$ cat src/rtl/icap_pkg.sv
package icap_pkg;
    localparam int BYTE_W   = 8;
    localparam int ADDR_W   = 2;
    localparam int FLAG_BIT = 7;

    localparam logic [ADDR_W-1:0] A_STATUS = 2'd0;
    localparam logic [ADDR_W-1:0] A_CAP_HI = 2'd2;
    localparam logic [ADDR_W-1:0] A_CAP_LO = 2'd3;

    typedef enum logic [0:0] {
        LK_OPEN,
        LK_HELD
    } lock_state_t;

    typedef enum logic [1:0] {
        FL_CLEAR,
        FL_SET,
        FL_ARMED
    } flag_state_t;
endpackage

$ cat src/rtl/icap_timebase.sv
module icap_timebase #(
    parameter int CNT_W    = 16,
    parameter int PRESCALE = 4
) (
    input  logic             clk,
    input  logic             rst_n,
    output logic [CNT_W-1:0] count
);
    localparam int PS_W = (PRESCALE > 1) ? $clog2(PRESCALE) : 1;
    localparam logic [PS_W-1:0] PS_LAST = PS_W'(PRESCALE - 1);

    logic advance;

    generate
        if (PRESCALE > 1) begin : g_div
            logic [PS_W-1:0] div_q;
            always_ff @(posedge clk or negedge rst_n) begin
                if (!rst_n)                div_q <= '0;
                else if (div_q == PS_LAST) div_q <= '0;
                else                       div_q <= div_q + 1'b1;
            end
            assign advance = (div_q == PS_LAST);
        end else begin : g_nodiv
            assign advance = 1'b1;
        end
    endgenerate

    always_ff @(posedge clk or negedge rst_n) begin
        if (!rst_n)       count <= '0;
        else if (advance) count <= count + 1'b1;
    end
endmodule

$ cat src/rtl/icap_sync_edge.sv
module icap_sync_edge #(
    parameter int CNT_W       = 16,
    parameter int SYNC_STAGES = 2
) (
    input  logic             clk,
    input  logic             rst_n,
    input  logic             pin,
    input  logic [CNT_W-1:0] count,
    output logic             fall_stb,
    output logic [CNT_W-1:0] snap
);
    logic [SYNC_STAGES-1:0] sync_q;
    logic                   prev_q;
    logic [CNT_W-1:0]       snap_q [SYNC_STAGES];

    always_ff @(posedge clk or negedge rst_n) begin
        if (!rst_n) begin
            sync_q    <= '1;
            prev_q    <= 1'b1;
            snap_q[0] <= '0;
        end else begin
            sync_q[0] <= pin;
            prev_q    <= sync_q[SYNC_STAGES-1];
            snap_q[0] <= count;
        end
    end

    genvar gi;
    generate
        for (gi = 1; gi < SYNC_STAGES; gi++) begin : g_stage
            always_ff @(posedge clk or negedge rst_n) begin
                if (!rst_n) begin
                    sync_q[gi] <= 1'b1;
                    snap_q[gi] <= '0;
                end else begin
                    sync_q[gi] <= sync_q[gi-1];
                    snap_q[gi] <= snap_q[gi-1];
                end
            end
        end
    endgenerate

    assign fall_stb = prev_q & ~sync_q[SYNC_STAGES-1];
    assign snap     = snap_q[SYNC_STAGES-1];
endmodule

$ cat src/rtl/icap_read_lock.sv
module icap_read_lock
    import icap_pkg::*;
(
    input  logic clk,
    input  logic rst_n,
    input  logic rd_hi,
    input  logic rd_lo,
    input  logic strobe,
    output logic locked,
    output logic take
);
    lock_state_t state_q, state_d;

    always_ff @(posedge clk or negedge rst_n) begin
        if (!rst_n) state_q <= LK_OPEN;
        else        state_q <= state_d;
    end

    always_comb begin
        state_d = state_q;
        unique case (state_q)
            LK_OPEN: if (rd_hi) state_d = LK_HELD;
            LK_HELD: if (rd_lo) state_d = LK_OPEN;
            default: state_d = LK_OPEN;
        endcase
    end

    always_comb begin
        locked = 1'b0;
        take   = 1'b0;
        unique case (state_q)
            LK_OPEN: take = strobe & ~rd_hi;
            LK_HELD: begin
                locked = 1'b1;
                take   = strobe & rd_lo;
            end
            default: take = 1'b0;
        endcase
    end
endmodule

$ cat src/rtl/icap_flag_ctrl.sv
module icap_flag_ctrl
    import icap_pkg::*;
(
    input  logic clk,
    input  logic rst_n,
    input  logic take,
    input  logic rd_status,
    input  logic rd_lo,
    output logic flag
);
    flag_state_t state_q, state_d;

    always_ff @(posedge clk or negedge rst_n) begin
        if (!rst_n) state_q <= FL_CLEAR;
        else        state_q <= state_d;
    end

    always_comb begin
        state_d = state_q;
        unique case (state_q)
            FL_CLEAR: if (take) state_d = FL_SET;
            FL_SET:   if (rd_status && !take) state_d = FL_ARMED;
            FL_ARMED: begin
                if (take)       state_d = FL_SET;
                else if (rd_lo) state_d = FL_CLEAR;
            end
            default: state_d = FL_CLEAR;
        endcase
    end

    always_comb begin
        unique case (state_q)
            FL_CLEAR: flag = 1'b0;
            FL_SET:   flag = 1'b1;
            FL_ARMED: flag = 1'b1;
            default:  flag = 1'b0;
        endcase
    end
endmodule

$ cat src/rtl/icap_coherent.sv
module icap_coherent
    import icap_pkg::*;
#(
    parameter int CNT_W       = 16,
    parameter int PRESCALE    = 4,
    parameter int SYNC_STAGES = 2
) (
    input  logic              clk,
    input  logic              rst_n,
    input  logic              cap_pin,
    input  logic              irq_en,
    input  logic [ADDR_W-1:0] bus_addr,
    input  logic              bus_rd,
    output logic [BYTE_W-1:0] bus_rdata,
    output logic              cap_irq,
    output logic [CNT_W-1:0]  free_count
);
    logic             fall_stb;
    logic [CNT_W-1:0] snap;
    logic             rd_status, rd_hi, rd_lo;
    logic             locked, cap_take, flag;
    logic [CNT_W-1:0] cap_q;

    assign rd_status = bus_rd && (bus_addr == A_STATUS);
    assign rd_hi     = bus_rd && (bus_addr == A_CAP_HI);
    assign rd_lo     = bus_rd && (bus_addr == A_CAP_LO);

    icap_timebase #(.CNT_W(CNT_W), .PRESCALE(PRESCALE)) u_tb (
        .clk(clk), .rst_n(rst_n), .count(free_count)
    );

    icap_sync_edge #(.CNT_W(CNT_W), .SYNC_STAGES(SYNC_STAGES)) u_sync (
        .clk(clk), .rst_n(rst_n), .pin(cap_pin), .count(free_count),
        .fall_stb(fall_stb), .snap(snap)
    );

    icap_read_lock u_lock (
        .clk(clk), .rst_n(rst_n), .rd_hi(rd_hi), .rd_lo(rd_lo),
        .strobe(fall_stb), .locked(locked), .take(cap_take)
    );

    icap_flag_ctrl u_flag (
        .clk(clk), .rst_n(rst_n), .take(cap_take), .rd_status(rd_status),
        .rd_lo(rd_lo), .flag(flag)
    );

    // Timestamp register: deliberately outside reset.
    always_ff @(posedge clk) begin
        if (cap_take) cap_q <= snap + 1'b1;
    end

    always_comb begin
        bus_rdata = '0;
        if (bus_rd) begin
            unique case (bus_addr)
                A_STATUS: bus_rdata[FLAG_BIT] = flag;
                A_CAP_HI: bus_rdata = cap_q[CNT_W-1 -: BYTE_W];
                A_CAP_LO: bus_rdata = cap_q[BYTE_W-1:0];
                default:  bus_rdata = '0;
            endcase
        end
    end

    assign cap_irq = flag & irq_en;
endmodule

$ cat config.mk
export PLATFORM = sky130hd
export DESIGN_NAME = icap_coherent
export DESIGN_NICKNAME = d
export VERILOG_FILES = /design/src/rtl/icap_pkg.sv /design/src/rtl/icap_timebase.sv /design/src/rtl/icap_sync_edge.sv /design/src/rtl/icap_read_lock.sv /design/src/rtl/icap_flag_ctrl.sv /design/src/rtl/icap_coherent.sv
export SDC_FILE = /design/constraint.sdc
export NUM_CORES = 1
export LEC_CHECK = 0
export BUFFER_PORTS_ARGS = -buffer_cell sky130_fd_sc_hd__buf_2
export CAP_MARGIN = 20
export CORE_UTILIZATION = 55
export CTS_CLUSTER_SIZE = 14
export DETAILED_ROUTE_END_ITERATION = 10
export GPL_TIMING_DRIVEN = 1
export PLACE_DENSITY_LB_ADDON = 0.2
export SETUP_SLACK_MARGIN = 0.5
export SYNTH_ARGS = -nofsm -noshare
export SYNTH_HDL_FRONTEND = slang
export SYNTH_HIERARCHICAL = 1
export SYNTH_SLANG_ARGS = --single-unit
$ cat constraint.sdc
create_clock -name clk -period 2 [get_ports clk]
set_clock_uncertainty 0.1 [all_clocks]
set_input_delay 0.1 -clock clk [delete_from_list [all_inputs] [get_ports clk]]
set_output_delay 0.1 -clock clk [all_outputs]
set_load 0.01 [all_outputs]
* Word level (Yosys, flattened, before mapping)
Index checks and enable logic that the tools add are counted.
** Operators by class
- Reduce and logical (&&, ||, !) cells :: 9
- Shift-type cells :: 0
- Multipliers :: 0
- $add $sub $neg :: 3
- Equal/unequal tests :: 8
- Bitwise logic cells :: 7
- Divide/modulo/power cells :: 0
- Multiplexer cells :: 14
- $lt $le $gt $ge :: 0
** Operators with widths (count)
- adder 16 x 1 -> 16 bit, second input constant :: 2
- case mux 7 bit (2 select lines) :: 1
- 2-to-1 mux 2 bit :: 5
- == test 2 bit, second input constant :: 4
- 2-to-1 mux 8 bit :: 1
- case mux 2 bit (3 select lines) :: 1
- AND 1 bit :: 4
- logical AND 1 bit :: 4
- zero test 2 bit :: 2
- inequality test 2 x 1 -> 1 bit, second input constant :: 2
- case mux 1 bit (2 select lines) :: 2
- 2-to-1 mux 1 bit :: 3
- inequality test 3 x 2 -> 1 bit, second input constant :: 1
- NOT 1 bit :: 3
- case mux 1 bit (3 select lines) :: 1
- AND reduction 3 bit :: 1
- adder 2 x 1 -> 2 bit, second input constant :: 1
- == test 2 x 1 -> 1 bit, second input constant :: 1
- OR reduction 2 bit :: 1
- zero test 1 bit :: 1
** Storage, ports and cells
- Memories kept :: 0
- Output and inout port bits :: 25
- Bits of input ports :: 7
- Bits in read-only memories :: 0
- Memory bits (writable) :: 0
- Flip-flop bits (word level) :: 72
- Bits in latches :: 0

* Longest topological paths before layout
- Depth after elaboration :: 9
- Gate-level depth with buffers :: 7
- Gate-level depth less buffers :: 7

* By module
The synthesis kept the hierarchy.
** By module, submodules not included
- icap_sync_edge :: cells an instance 52, times used 1, area each 1013.5 um^2
- icap_coherent :: cells an instance 74, times used 1, area each 902.1 um^2
- icap_timebase :: cells an instance 60, times used 1, area each 780.7 um^2
- icap_flag_ctrl :: cells an instance 18, times used 1, area each 186.4 um^2
- icap_read_lock :: cells an instance 5, times used 1, area each 48.8 um^2

* Worst setup path after synthesis
Ideal clock, no wire load.
- Kind :: in2reg
- Start :: input port bus_rd
- End :: register u_flag.state_q[1]
- Buffers on the path :: 1
- Arrival time :: 1692 ps
- Data required time :: 1775 ps
- Cell stages on the path :: 7
- Library setup time :: 125 ps
- Path slack :: 83 ps
- Cell sequence :: and3_1 clkbuf_1 and2_4 o21a_1 o21ai_2 o21ai_2 mux2_4
** Between the ends
- Elaborated cells on any way between the ends :: 15
- Those cells by class :: eq/ne: 3; mux: 3; bitwise: 3; reduce/logical: 6
** RTL lines
- start: declaration :: line icap_coherent.sv:13 : input logic bus_rd,
- logical AND 1 bit (*) :: line icap_coherent.sv:26 : assign rd_lo = bus_rd && (bus_addr == A_CAP_LO);
- net rd_lo :: line icap_coherent.sv:20 : logic rd_status, rd_hi, rd_lo;
- AND 1 bit (*) :: line icap_read_lock.sv:35 : take = strobe & rd_lo;
- case mux 1 bit (2 select lines) (*) :: line icap_read_lock.sv:31 : unique case (state_q)
- net cap_take :: line icap_coherent.sv:21 : logic locked, cap_take, flag;
- zero test 1 bit :: line icap_flag_ctrl.sv:22 : FL_SET: if (rd_status && !take) state_d = FL_ARMED;
- logical AND 1 bit :: line icap_flag_ctrl.sv:22
- inequality test 2 x 1 -> 1 bit (no line)
- AND reduction 3 bit (no line)
- end signal: assignment :: line icap_flag_ctrl.sv:15 : else state_q <= state_d;
- end: declaration :: line icap_flag_ctrl.sv:11 : flag_state_t state_q, state_d;
Mark *: on every way through the listed nets, which the timed path passes. The rest lies on a longest branch.
A chain may end at the register's enable or synchronous reset.

* Worst setup path in the final report
- Start :: register u_flag.state_q[0]
- End :: output port bus_rdata[7]
** Between the ends
- Word-level cells in the longest chain between the ends :: 5
- Elaborated cells on any way between the ends :: 6
- Those cells by class :: eq/ne: 2; mux: 3; reduce/logical: 1
** Ends and longest elaborated chain
- == test 2 x 1 -> 1 bit / == test 2 bit (equally long branches) :: line icap_flag_ctrl.sv:32 : unique case (state_q)
- OR reduction 2 bit (no line) (*)
- 2-to-1 mux 1 bit (*) :: line icap_flag_ctrl.sv:32
- net flag :: line icap_coherent.sv:21
- case mux 1 bit (3 select lines) (*) :: line icap_coherent.sv:55 : unique case (bus_addr)
- 2-to-1 mux 8 bit (*) :: line icap_coherent.sv:54 : if (bus_rd) begin
- end: declaration :: line icap_coherent.sv:14 : output logic [BYTE_W-1:0] bus_rdata,
Marked as above.

==> impl_metrics.prom <==
# TYPE chip_impl_metric gauge
chip_impl_info{name="run_status",value="finished, final reports clean"} 1
chip_impl_metric{name="p_leak",unit="uW"} 0.00168
chip_impl_metric{name="timing_worst_slew_pin_value",unit="ns"} 0.322
chip_impl_metric{name="vias",unit=""} 1620
chip_impl_metric{name="synth_area_per_cell",unit="um2"} 14.0
chip_impl_metric{name="antenna_cells_inserted",unit=""} 0
chip_impl_metric{name="cp_num_buf_inv",unit=""} 2
chip_impl_metric{name="critical_path.max_stage_delay",unit="ns"} 0.40
chip_impl_info{name="clk_root_buffer_cell",value="sky130_fd_sc_hd__clkbuf_8"} 1
chip_impl_metric{name="area_growth_syn_to_layout",unit="%"} 20.8
chip_impl_metric{name="post_route_worst_hold_slack",unit="ns"} 0.0924
chip_impl_metric{name="postSynth.asyncResetShare",unit="%"} 77.8
chip_impl_metric{name="die_width",unit="um"} 75.0
chip_impl_info{name="cp_slowest_cell",value="sky130_fd_sc_hd__dfrtp_1"} 1
chip_impl_metric{name="hpwlAfterDp",unit="mm"} 2.78
chip_impl_info{name="setup.worst_path.start_class",value="flop"} 1
chip_impl_metric{name="detailedRoute.firstPassIterationCount",unit=""} 4
chip_impl_metric{name="report.final.setup_viol",unit=""} 0
chip_impl_info{name="yosys-top-cells-area",value="sky130_fd_sc_hd__dfrtp_1, sky130_fd_sc_hd__edfxtp_1, sky130_fd_sc_hd__xor2_1, sky130_fd_sc_hd__buf_4, sky130_fd_sc_hd__xnor2_1"} 1
chip_impl_metric{name="cts_htree_levels",unit=""} 3
chip_impl_metric{name="post_layout_net_count",unit=""} 264
chip_impl_metric{name="drt-vias-per-instance",unit=""} 5.00
chip_impl_metric{name="final_cells",unit=""} 324
chip_impl_metric{name="grt_util_all_layers",unit="%"} 17.0
chip_impl_metric{name="final-max-slew-violation-count",unit=""} 0
chip_impl_metric{name="power_density",unit="mW/mm2"} 884
chip_impl_metric{name="detail_route.iter0.violations",unit=""} 45
chip_impl_info{name="regToRegStartpoint",value="u_tb/g_div.div_q[0]"} 1
chip_impl_metric{name="post-route-min-period",unit="ns"} 1.56
chip_impl_metric{name="mean_routed_wirelength_per_cell",unit="um"} 13.7
chip_impl_metric{name="cts_max_path_buffers",unit=""} 2
chip_impl_info{name="cpLargestDelayFamily",value="flip-flops"} 1
chip_impl_metric{name="synth-edff-count",unit=""} 16
chip_impl_info{name="synth_top_cell_by_area",value="sky130_fd_sc_hd__dfrtp_1"} 1
chip_impl_info{name="crit_path_end_kind",value="output port"} 1
chip_impl_metric{name="finalWorstSetupSlack",unit="ns"} 0.437
chip_impl_metric{name="place.detailed.instances",unit=""} 295
chip_impl_metric{name="syn-num-nets",unit=""} 224
chip_impl_metric{name="std_cell_rows",unit=""} 26
chip_impl_metric{name="cts_made_buffers",unit=""} 9
chip_impl_metric{name="clkSinkCount",unit=""} 72
chip_impl_metric{name="largest_fanout_on_the_critical_path",unit=""} 2
chip_impl_info{name="hp-class",value="in2reg"} 1
chip_impl_metric{name="first_global_vias",unit=""} 1550
chip_impl_metric{name="post_synth_num_cell_types",unit=""} 31
chip_impl_info{name="worstHoldStart",value="bus_addr[0]"} 1
chip_impl_metric{name="yosys.area.top_type_share",unit="%"} 45.2
chip_impl_metric{name="synth_area",unit="mm2"} 0.00293
chip_impl_metric{name="hold_viol",unit=""} 0
chip_impl_info{name="startpoint",value="u_flag/state_q[0]"} 1
chip_impl_metric{name="slew_headroom",unit="%"} 78.5
chip_impl_info{name="ys_dominant_reg_cell",value="sky130_fd_sc_hd__dfrtp_1"} 1
chip_impl_metric{name="antenna_found_initial",unit=""} 0
chip_impl_metric{name="yosysSeqAreaShare",unit="%"} 64.3
chip_impl_info{name="critPathKind",value="reg2out"} 1
chip_impl_metric{name="total_routed_length",unit="mm"} 4.45
chip_impl_info{name="clock_tree_from_tritoncts",value="built"} 1
chip_impl_metric{name="worst_setup_slack_before_clock_tree_synthesis",unit="ns"} 0.311
chip_impl_metric{name="layout_worst_path_cycle_share",unit="%"} 78.1
chip_impl_metric{name="dieArea",unit="mm2"} 0.00563
chip_impl_metric{name="count_of_mapped_cells_out_of_synthesis",unit=""} 209
chip_impl_metric{name="setup_total_negative_slack",unit="ns"} 0
chip_impl_metric{name="ys_seq_elements",unit=""} 72
chip_impl_info{name="grt_setup_unrepaired",value="true"} 1
chip_impl_metric{name="worst_setup_hold_path_clk_slew",unit="ns"} 0.07
chip_impl_info{name="worstPathCellList",value="inv_2 -> ha_4 -> a22oi_2 -> nor2b_1 -> buf_2"} 1
chip_impl_metric{name="gpl.final_weighted_congestion",unit=""} 0.734
chip_impl_metric{name="die_y",unit="um"} 75.0
chip_impl_metric{name="remaining_drc_errors",unit=""} 0
chip_impl_metric{name="worst_ep_arrival_time",unit="ns"} 1.36
chip_impl_metric{name="design.core.area",unit="mm2"} 0.00511
chip_impl_metric{name="final_antenna_net_count",unit=""} 0
chip_impl_metric{name="ioPinCount",unit=""} 32
chip_impl_metric{name="initial_core_util",unit="%"} 57.4
chip_impl_metric{name="required",unit="ns"} 1.80
chip_impl_metric{name="vdd_ir_drop_max",unit="mV"} 0.455
chip_impl_metric{name="insertion_delay",unit="ns"} 0.34
chip_impl_metric{name="global_route.overflow_total",unit=""} 0
chip_impl_metric{name="max_clock_freq",unit="MHz"} 640
chip_impl_metric{name="maximum_number_of_pins_on_one_net_before_global_route_repair",unit=""} 57
chip_impl_metric{name="final_layout_size_suffix_gt1_share",unit="%"} 40.9
chip_impl_metric{name="max-cap-violations",unit=""} 0
chip_impl_metric{name="synthesis.yosys.warnings",unit=""} 6
chip_impl_metric{name="io_buffers",unit=""} 31
chip_impl_metric{name="first_pass_grt_wire_length",unit="mm"} 6.75
worst paths after layout:
path	slack (ns)	to	depth (start not counted)
max	0.44	bus_rdata[7]	5
min	0.09	u_lock/state_q	4
max reg2reg	0.45	u_tb/count[12]	6
min reg2reg	0.25	u_sync/snap[0]	0
max in group asynchronous	1.32	u_sync/prev_q	3
min in group asynchronous	0.17	u_flag/state_q[1]	3
worst reg2reg max path, stage by stage, from the launching register on:
cell and delay [ns]:
sky130_fd_sc_hd__dfrtp_1 0.38, sky130_fd_sc_hd__ha_4 0.16, sky130_fd_sc_hd__nand4_4 0.14, sky130_fd_sc_hd__buf_6 0.16, sky130_fd_sc_hd__nor3_4 0.23, sky130_fd_sc_hd__nand3_1 0.14, sky130_fd_sc_hd__xnor2_1 0.14
kinds of logic (layout without fill, tap and decap cells):
| group | count (synthesis) | count (layout) | synth area share, % |
|---|---|---|---|
| DFF | 72 | 72 | 64.3 |
| adders and majority gates | 8 | 8 | 3.41 |
| buffers and inverters | 27 | 72 | 5.63 |
| AOI/OAI and AO/OA | 13 | 13 | 3.80 |
| xor gates and xnor gates | 29 | 29 | 8.66 |
| muxes | 3 | 3 | 1.28 |
| and+or+nand+nor | 57 | 57 | 12.9 |
through the flow:
step | utilization [%] | total power (uW) | instance area (um2)
4_1_cts | 67.1 | 3130 | 3430
3_3_place_gp | 60.5 | 1860 | 3090
2_1_floorplan | - | 1780 | 2940
5_1_grt | 69.3 | 3270 | 3540
6_report | 69.3 | 3130 | 3540
3_5_place_dp | 60.5 | 1870 | 3090
registers in the layout, indices dropped and copies added, names as in the netlist:
signal and count:
u_tb/count 16, u_sync/prev_q 1, u_sync/sync_q 2, cap_q 16, u_sync/snap_q 16, u_flag/state_q 2
u_sync/snap 16, u_lock/state_q 1, u_tb/g_div.div_q 2
cell type report:
type                    count  area [um2]
clock buffers              11         153
clock inverters             5        53.8
inverters                   9        33.8
fillers                   369        1570
well taps                  70        87.6
flip-flops and latches     72        1890
multi-input cells         110        1010
repair buffers             47         304
placed cells by master (no fill, tap or decap), types with 5 or more instances in the layout:
master / Yosys / routed
sky130_fd_sc_hd__dfrtp_2: 0 / 7
sky130_fd_sc_hd__buf_4: 17 / 10
sky130_fd_sc_hd__nand2_1: 8 / 7
sky130_fd_sc_hd__nand3_1: 10 / 7
sky130_fd_sc_hd__dfrtp_1: 53 / 46
sky130_fd_sc_hd__clkbuf_8: 0 / 9
sky130_fd_sc_hd__xnor2_1: 14 / 13
sky130_fd_sc_hd__edfxtp_1: 16 / 16
sky130_fd_sc_hd__a22o_1: 8 / 8
sky130_fd_sc_hd__nor2_1: 11 / 10
sky130_fd_sc_hd__xor2_1: 15 / 15
sky130_fd_sc_hd__buf_2: 0 / 31
sky130_fd_sc_hd__inv_1: 9 / 7
sky130_fd_sc_hd__and3_1: 5 / 5
power by group:
group | internal (uW) | total, uW | switching (uW)
combinational | 215 | 413 | 198
clock | 648 | 1150 | 507
sequential | 1540 | 1560 | 19.8
total | 2400 | 3130 | 725
timing repair:
action	CTS	global route
gates resized for setup	11	21
hold endpoints to repair	57	0
setup buffers	8	3
endpoints found under the setup margin	14	17
hold buffers	2	0
gates cloned	0	0
pin swaps	8	8
per-layer routing:
layer / up-vias / wire, um / global-route usage (%)
met3: 8 / 138 / 4.02
met4: 0 / 76 / 10.7
met1: 801 / 1970 / 20.0
met2: 32 / 2260 / 28.3
li1: 779 / - / -
met5: - / 0 / 0
synth_stat cells (all sizes together), types with 2 or more instances:
cell type / number
nor2b: 2
dfstp: 3
ha: 8
nor2: 11
xor2: 15
inv: 9
a22o: 8
nor3: 6
dfrtp: 53
nor4: 5
o21ai: 2
nand2: 8
edfxtp: 16
nand3: 11
mux2: 3
buf: 17
nand4: 6
and3: 5
and2: 3
xnor2: 14
Power figures use the tool's default switching activity.
